[src/rtl/refsel_pkg.sv]
package refsel_pkg;
    localparam int NUM_REF     = 4;
    localparam int SEL_W       = $clog2(NUM_REF);
    // first index whose indicator shares a pad with the select pins
    localparam int SHARED_BASE = NUM_REF - SEL_W;

    typedef enum logic [1:0] {
        MODE_MANUAL = 2'b00,
        MODE_REVERT = 2'b01,
        MODE_NONREV = 2'b10,
        MODE_MANALT = 2'b11
    } sel_mode_e;
endpackage

[src/rtl/refsel_los_mon.sv]
module refsel_los_mon #(
    parameter int CNT_W  = 16,
    parameter int CLR_W  = 4,
    parameter int SYNC_N = 2
) (
    input  logic             clk,
    input  logic             rst_n,
    input  logic             ref_i,
    input  logic [CNT_W-1:0] limit_i,
    input  logic [CLR_W-1:0] clear_i,
    output logic             los_o
);
    typedef struct packed {
        logic [SYNC_N-1:0] sync;
        logic              prev;
        logic [CNT_W-1:0]  gap;
        logic [CLR_W-1:0]  good;
        logic              los;
    } mon_t;

    mon_t             r_d, r_q;
    logic             rise_w;
    logic [CNT_W-1:0] gap_inc;
    logic [CLR_W:0]   good_inc;

    always_comb begin
        r_d      = r_q;
        r_d.sync = {r_q.sync[SYNC_N-2:0], ref_i};
        r_d.prev = r_q.sync[SYNC_N-1];
        rise_w   = r_q.sync[SYNC_N-1] & ~r_q.prev;
        gap_inc  = (r_q.gap >= limit_i) ? r_q.gap : r_q.gap + 1'b1;
        good_inc = {1'b0, r_q.good} + 1'b1;
        if (rise_w) begin
            r_d.gap = '0;
            if (r_q.los) begin
                if (r_q.gap < limit_i) begin
                    if (good_inc >= {1'b0, clear_i}) begin
                        r_d.los  = 1'b0;
                        r_d.good = '0;
                    end else begin
                        r_d.good = good_inc[CLR_W-1:0];
                    end
                end else begin
                    r_d.good = '0;
                end
            end
        end else begin
            r_d.gap = gap_inc;
            if (gap_inc >= limit_i) begin
                r_d.los  = 1'b1;
                r_d.good = '0;
            end
        end
    end

    always_ff @(posedge clk or negedge rst_n) begin
        if (!rst_n) begin
            r_q.sync <= '0;
            r_q.prev <= 1'b0;
            r_q.gap  <= '1;
            r_q.good <= '0;
            r_q.los  <= 1'b1;
        end else begin
            r_q <= r_d;
        end
    end

    assign los_o = r_q.los;
endmodule

[src/rtl/refsel_arbiter.sv]
module refsel_arbiter
    import refsel_pkg::*;
(
    input  logic               clk,
    input  logic               rst_n,
    input  logic [1:0]         mode_i,
    input  logic               pin_sel_en_i,
    input  logic [SEL_W-1:0]   sel_pin_i,
    input  logic [SEL_W-1:0]   reg_sel_i,
    input  logic [NUM_REF-1:0] los_i,
    output logic [SEL_W-1:0]   sel_o,
    output logic               holdover_o
);
    typedef struct packed {
        logic [SEL_W-1:0] sel;
        logic             hold;
    } arb_t;

    arb_t               r_d, r_q;
    logic [NUM_REF-1:0] valid_w;
    logic               any_w;
    logic [SEL_W-1:0]   first_w;
    sel_mode_e          mode_w;

    always_comb begin
        mode_w  = sel_mode_e'(mode_i);
        valid_w = ~los_i;
        any_w   = |valid_w;
        first_w = '0;
        for (int i = NUM_REF - 1; i >= 0; i--) begin
            if (valid_w[i]) first_w = SEL_W'(i);
        end

        r_d = r_q;
        unique case (mode_w)
            MODE_REVERT: begin
                r_d.hold = ~any_w;
                if (any_w) r_d.sel = first_w;
            end
            MODE_NONREV: begin
                r_d.hold = ~any_w;
                if (!valid_w[r_q.sel] && any_w) r_d.sel = first_w;
            end
            default: begin
                r_d.hold = 1'b0;
                r_d.sel  = pin_sel_en_i ? sel_pin_i : reg_sel_i;
            end
        endcase
    end

    always_ff @(posedge clk or negedge rst_n) begin
        if (!rst_n) begin
            r_q.sel  <= '0;
            r_q.hold <= 1'b0;
        end else begin
            r_q <= r_d;
        end
    end

    assign sel_o      = r_q.sel;
    assign holdover_o = r_q.hold;
endmodule

[src/rtl/refsel_ind.sv]
module refsel_ind
    import refsel_pkg::*;
(
    input  logic [SEL_W-1:0]   sel_i,
    input  logic [NUM_REF-1:0] los_i,
    input  logic               auto_i,
    input  logic [NUM_REF-1:0] act_en_i,
    input  logic               act_pol_i,
    input  logic [NUM_REF-1:0] bad_en_i,
    input  logic               bad_pol_i,
    output logic [NUM_REF-1:0] act_stat_o,
    output logic [NUM_REF-1:0] act_pin_o,
    output logic [NUM_REF-1:0] act_pin_oe_o,
    output logic [NUM_REF-1:0] bad_pin_o,
    output logic [NUM_REF-1:0] bad_pin_oe_o
);
    for (genvar g = 0; g < NUM_REF; g++) begin : g_ind
        logic act_w;
        logic act_lvl_w;
        logic bad_lvl_w;

        assign act_w         = (sel_i == SEL_W'(g));
        assign act_stat_o[g] = act_w;
        assign act_lvl_w     = act_pol_i ? act_w : ~act_w;
        assign bad_lvl_w     = bad_pol_i ? los_i[g] : ~los_i[g];

        if (g >= SHARED_BASE) begin : g_shared
            assign act_pin_oe_o[g] = act_en_i[g] & auto_i;
        end else begin : g_own
            assign act_pin_oe_o[g] = act_en_i[g];
        end

        assign act_pin_o[g]    = act_pin_oe_o[g] & act_lvl_w;
        assign bad_pin_oe_o[g] = bad_en_i[g];
        assign bad_pin_o[g]    = bad_en_i[g] & bad_lvl_w;
    end
endmodule

[src/rtl/refclk_selector.sv]
module refclk_selector
    import refsel_pkg::*;
#(
    parameter int CNT_W  = 16,
    parameter int CLR_W  = 4,
    parameter int SYNC_N = 2
) (
    input  logic               clk,
    input  logic               rst_n,
    input  logic [NUM_REF-1:0] ref_clk_i,
    input  logic [1:0]         mode_i,
    input  logic               pin_sel_en_i,
    input  logic [SEL_W-1:0]   sel_pin_i,
    input  logic [SEL_W-1:0]   reg_sel_i,
    input  logic [CNT_W-1:0]   los_limit_i,
    input  logic [CLR_W-1:0]   los_clear_i,
    input  logic [NUM_REF-1:0] act_en_i,
    input  logic               act_pol_i,
    input  logic [NUM_REF-1:0] bad_en_i,
    input  logic               bad_pol_i,
    output logic [SEL_W-1:0]   sel_o,
    output logic [NUM_REF-1:0] act_stat_o,
    output logic               holdover_o,
    output logic [NUM_REF-1:0] los_o,
    output logic [NUM_REF-1:0] act_pin_o,
    output logic [NUM_REF-1:0] act_pin_oe_o,
    output logic [NUM_REF-1:0] bad_pin_o,
    output logic [NUM_REF-1:0] bad_pin_oe_o
);
    logic auto_w;

    assign auto_w = (mode_i == MODE_REVERT) || (mode_i == MODE_NONREV);

    for (genvar g = 0; g < NUM_REF; g++) begin : g_mon
        refsel_los_mon #(
            .CNT_W (CNT_W),
            .CLR_W (CLR_W),
            .SYNC_N(SYNC_N)
        ) i_mon (
            .clk    (clk),
            .rst_n  (rst_n),
            .ref_i  (ref_clk_i[g]),
            .limit_i(los_limit_i),
            .clear_i(los_clear_i),
            .los_o  (los_o[g])
        );
    end

    refsel_arbiter i_arb (
        .clk         (clk),
        .rst_n       (rst_n),
        .mode_i      (mode_i),
        .pin_sel_en_i(pin_sel_en_i),
        .sel_pin_i   (sel_pin_i),
        .reg_sel_i   (reg_sel_i),
        .los_i       (los_o),
        .sel_o       (sel_o),
        .holdover_o  (holdover_o)
    );

    refsel_ind i_ind (
        .sel_i       (sel_o),
        .los_i       (los_o),
        .auto_i      (auto_w),
        .act_en_i    (act_en_i),
        .act_pol_i   (act_pol_i),
        .bad_en_i    (bad_en_i),
        .bad_pol_i   (bad_pol_i),
        .act_stat_o  (act_stat_o),
        .act_pin_o   (act_pin_o),
        .act_pin_oe_o(act_pin_oe_o),
        .bad_pin_o   (bad_pin_o),
        .bad_pin_oe_o(bad_pin_oe_o)
    );
endmodule

[config.mk]
export PLATFORM = sky130hd
export DESIGN_NAME = refclk_selector
export DESIGN_NICKNAME = d
export VERILOG_FILES = /design/src/rtl/refsel_pkg.sv /design/src/rtl/refsel_los_mon.sv /design/src/rtl/refsel_arbiter.sv /design/src/rtl/refsel_ind.sv /design/src/rtl/refclk_selector.sv
export SDC_FILE = /design/constraint.sdc
export NUM_CORES = 1
export LEC_CHECK = 0
export ABC_AREA = 1
export BUFFER_PORTS_ARGS = -buffer_cell sky130_fd_sc_hd__buf_2
export CAP_MARGIN = 20
export CELL_PAD_IN_SITES_DETAIL_PLACEMENT = 2
export CELL_PAD_IN_SITES_GLOBAL_PLACEMENT = 2
export CORE_MARGIN = 3
export CORE_UTILIZATION = 30
export DETAILED_ROUTE_END_ITERATION = 8
export HOLD_SLACK_MARGIN = 0.15
export PLACE_DENSITY_LB_ADDON = 0.25
export SLEW_MARGIN = 20
export SYNTH_ARGS = -nofsm -noshare
export SYNTH_HDL_FRONTEND = slang
export SYNTH_SLANG_ARGS = --single-unit
[constraint.sdc]
create_clock -name clk -period 2.8 [get_ports clk]
set_clock_uncertainty 0.15 [all_clocks]
set_input_delay 0.42 -clock clk [delete_from_list [all_inputs] [get_ports clk]]
set_output_delay 0.42 -clock clk [all_outputs]
set_load 0.1 [all_outputs]
==> flow_summary.toml <==
[grt]
grt_pass1_wl_mm = 86.3
gr-usage-all-layers_pct = 31.5
grt_pass1_vias = 14301
overflow = 0
use_met2_pct = 57.7
grt_start_max_net_pins = 61
antenna_found_initial = 0
grt.busiest_layer = "met2"
grt_util_met3_pct = 4.90
use_met1_pct = 34.7

[yosys]
synth_edf_count = 0
synth_seq_cells = 99
seq_area_frac_synth_pct = 25.3
synth_cell_types = 35
synth.area.top_cells = "ha_1 19%, dfstp_2 18%, nand2_1 15%, inv_1 8.6%, dfrtp_1 7.6%"
yosys.area.top_type = "ha_1"
yosysWarnings = 0
postSynth.asyncResetShare_pct = 100
ys.flop_type = "dfstp_2"
synth_top_area_share_pct = 19.0
synthesis.area_mm2 = 0.0101
syn_avg_cell_area_um2 = 6.89
synthCells = 1472
synth_nets = 1669

[worst_setup_path]
path_max_fanout = 6
cp-end-kind = "flip-flop"
r2r-start = "g_mon[3].i_mon.r_q[16]"
critPathLaunchType = "flip-flop"
cp_slowest_cell = "dfstp_2"
critPathArrivalTime_ns = 3.92
crit_required_ns = 2.94
crit_type = "flip-flop to flip-flop"
cpPeakStageDelay_ns = 0.60
crit_chain = "ha_4 -> a21oi_2 -> o21ai_2 -> a21oi_4 -> buf_12 -> buf_6 -> nand4_1 -> nand2_2 -> inv_2 -> ha_4 -> nand4_1 -> a21oi_1 -> nor2_2 -> nand3_4 -> nand2_4 -> nand3_2 -> nand2_1"
crit_start = "g_mon[3].i_mon.r_q[16]"

[timing]
rsz0062_at_grt = "true"
maxSlewViolCount = 0
worstMarginPinSlew_ns = 0.564
period_minus_slack_ns = 3.78
fmax_mhz = 264
worst_slack_ns = -0.981
fin_crit_sh_pct = 135
maxSlewHeadroom_pct = 62.4
final-hold-violation-count = 0
finalSetupViolCount = 24

[die]
dieWidth_um = 190
fp.dieArea_mm2 = 0.0360
die_h_um = 190
rows = 66
start_util_pct = 30.8
ioPinCount = 70
core_area_mm2 = 0.0329

[placement]
placed_area_mm2 = 0.0129
pre_cts_ws_ns = -0.940
gp_congestion = 0.818
dp_hpwl_mm = 33.6
port-buffer-count = 69

[detailed_routing]
drt_pre_antenna_iters = 5
avgViaCountPerCell = 5.81
drc = 0
wire_per_inst_um = 31.9
postRouteWirelength_mm = 73.1
dr_total_vias = 13322
ant_nets = 0
drt_iter0_markers = 901

[cells_and_area]
area_growth_pct = 57.8
nFillCells = 3680
diodes = 0
multi_input_area_mm2 = 0.00841
drive_above_1_share_pct = 47.6
nets = 2044
finalInstanceArea_mm2 = 0.0160
seqCellArea_mm2 = 0.00256

[clock_tree]
cts_buffers = 9
clockBufferDepth = 2
clock_latency_ns = 0.43
cts_tree = "built"
cts-root-buf = "clkbuf_16"
clkSinkCount = 99
clkTransAtPathRegs_ns = 0.09
cts_max_level = 3

[power_and_ir_drop]
swShare_pct = 55.9
vdd_drop_max_mv = 0.671
total_power_w = 0.0226
power_density_mw_per_mm2 = 1410
internal-power_w = 0.00996
p_leak_nw = 8.01
p_clk_share_pct = 6.5
p_switching_w = 0.0126
seqPwrFrac_pct = 13.2
combPwrFrac_pct = 80.3

[hold_path]
hp-class = "flip-flop to flip-flop"
min_from = "g_mon[3].i_mon.r_d[23]"

[run_status]
status = "complete, but fails checks"
violations = "setup timing"

[run]
max-cap-violations = 0
-- cell usage after synthesis, types with 6 or more instances --
cell type and number:
inv_1 231, a21oi_1 69, nor2_1 169, nand2_1 406, o21ai_0 24, buf_4 14, nor2_2 8, ha_1 154
buf_2 11, xnor2_1 8, dfrtp_1 31, nand4_1 92, dfstp_2 68, nand3_1 79, inv_2 11, and2_1 6
xor2_1 34
-- worst paths after layout --
path                       cells past startpoint                     end  slack, ns
max reg2reg                                   17   g_mon[3].i_mon.r_q[3]      -0.98
min reg2reg                                    0  g_mon[3].i_mon.r_d[21]       0.21
min                                            0  g_mon[3].i_mon.r_d[21]       0.21
min in group asynchronous                      2  g_mon[2].i_mon.r_d[23]       0.28
max                                           17   g_mon[3].i_mon.r_q[3]      -0.98
max in group asynchronous                      3  g_mon[0].i_mon.r_q[10]       1.46
-- stage by stage --
stage / setup TNS (ns) / utilization (%) / cells / hold WS [ns]
3_5_place_dp: -17.72 / 39.3 / 2170 / 0.0991
5_1_grt: -19.39 / 48.6 / 2294 / 0.230
4_1_cts: -7.07 / 44.4 / 2246 / 0.207
6_report: -18.20 / 48.6 / 2294 / 0.208
3_3_place_gp: -15.33 / 39.3 / 2170 / 0.0981
2_1_floorplan: -4.81 / - / 1472 / -0.0256
-- cell type report --
class	count	area share (%)
multi-input combinational	1100	52.5
timing repair buffer	395	20.3
sequential	99	16.0
inverter	242	5.90
tap	442	3.46
clock buffer	9	1.41
clock inverter	7	0.360
-- layout by cell type (no fill, tap or decap), types with 25 or more instances in the layout --
cell,count
a21oi_1,27
a21oi_2,38
buf_2,64
buf_4,265
buf_6,37
dfrtp_1,31
dfstp_2,68
ha_1,87
ha_4,65
inv_1,184
inv_2,48
nand2_1,262
nand2_2,120
nand2_4,27
nand3_1,50
nand4_1,92
nor2_1,142
nor2_2,25
xor2_1,33
-- worst max-delay path: cells and delay by family, from the launching register on --
kind | cells | cell delay (ns)
AOI/OAI and AO/OA | 4 | 0.88
adders and majority gates | 2 | 0.54
buffers and inverters | 3 | 0.36
DFF | 1 | 0.60
and+or+nand+nor | 8 | 1.10
-- state kept, by name (all words and copies together) (netlist names) --
register / flops
i_arb.sel_o: 2
i_arb.holdover_o: 1
g_mon.i_mon.r_d: 8
g_mon.i_mon.los_o: 4
g_mon.i_mon.r_q: 84
-- repair_timing --
item	4_1_cts	5_1_grt
cloned	6	2
pin swaps	79	97
gates resized for setup	211	232
hold buffers	5	0
buffers inserted	49	46
endpoints found under the hold margin	38	0
setup endpoints to repair	20	22
-- routing by layer --
| layer | share of wire (%) | wire [um] | vias to the layer above |
|---|---|---|---|
| met5 | 0 | 0 | - |
| met4 | 9.5 | 6950 | 0 |
| met3 | 5.6 | 4120 | 388 |
| met2 | 49 | 35500 | 708 |
| met1 | 36 | 26500 | 6728 |
| li1 | - | - | 5498 |
-- cell families after synthesis --
| logic type | synth area share [%] |
|---|---|
| AND/OR/NAND/NOR | 34.3 |
| buffers and inverters | 11.2 |
| adder cells (fa/ha/maj) | 19.0 |
| AO/OA/AOI/OAI | 6.42 |
| flip-flops | 25.3 |
| XOR/XNOR | 3.63 |
| multiplexers | 0.197 |
-- power by group through the flow --
stage | Clock [W] | Sequential [W] | Combinational (W)
final | 0.00146 | 0.00298 | 0.0182
after global routing | 0.00150 | 0.00301 | 0.0189
after CTS | 0.00136 | 0.00282 | 0.0130
after detailed placement | 0 | 0.00283 | 0.0109
after global placement | 0 | 0.00280 | 0.0102
after floorplan | 0 | 0.00297 | 0.00633
(Power assumes the default switching activity.)
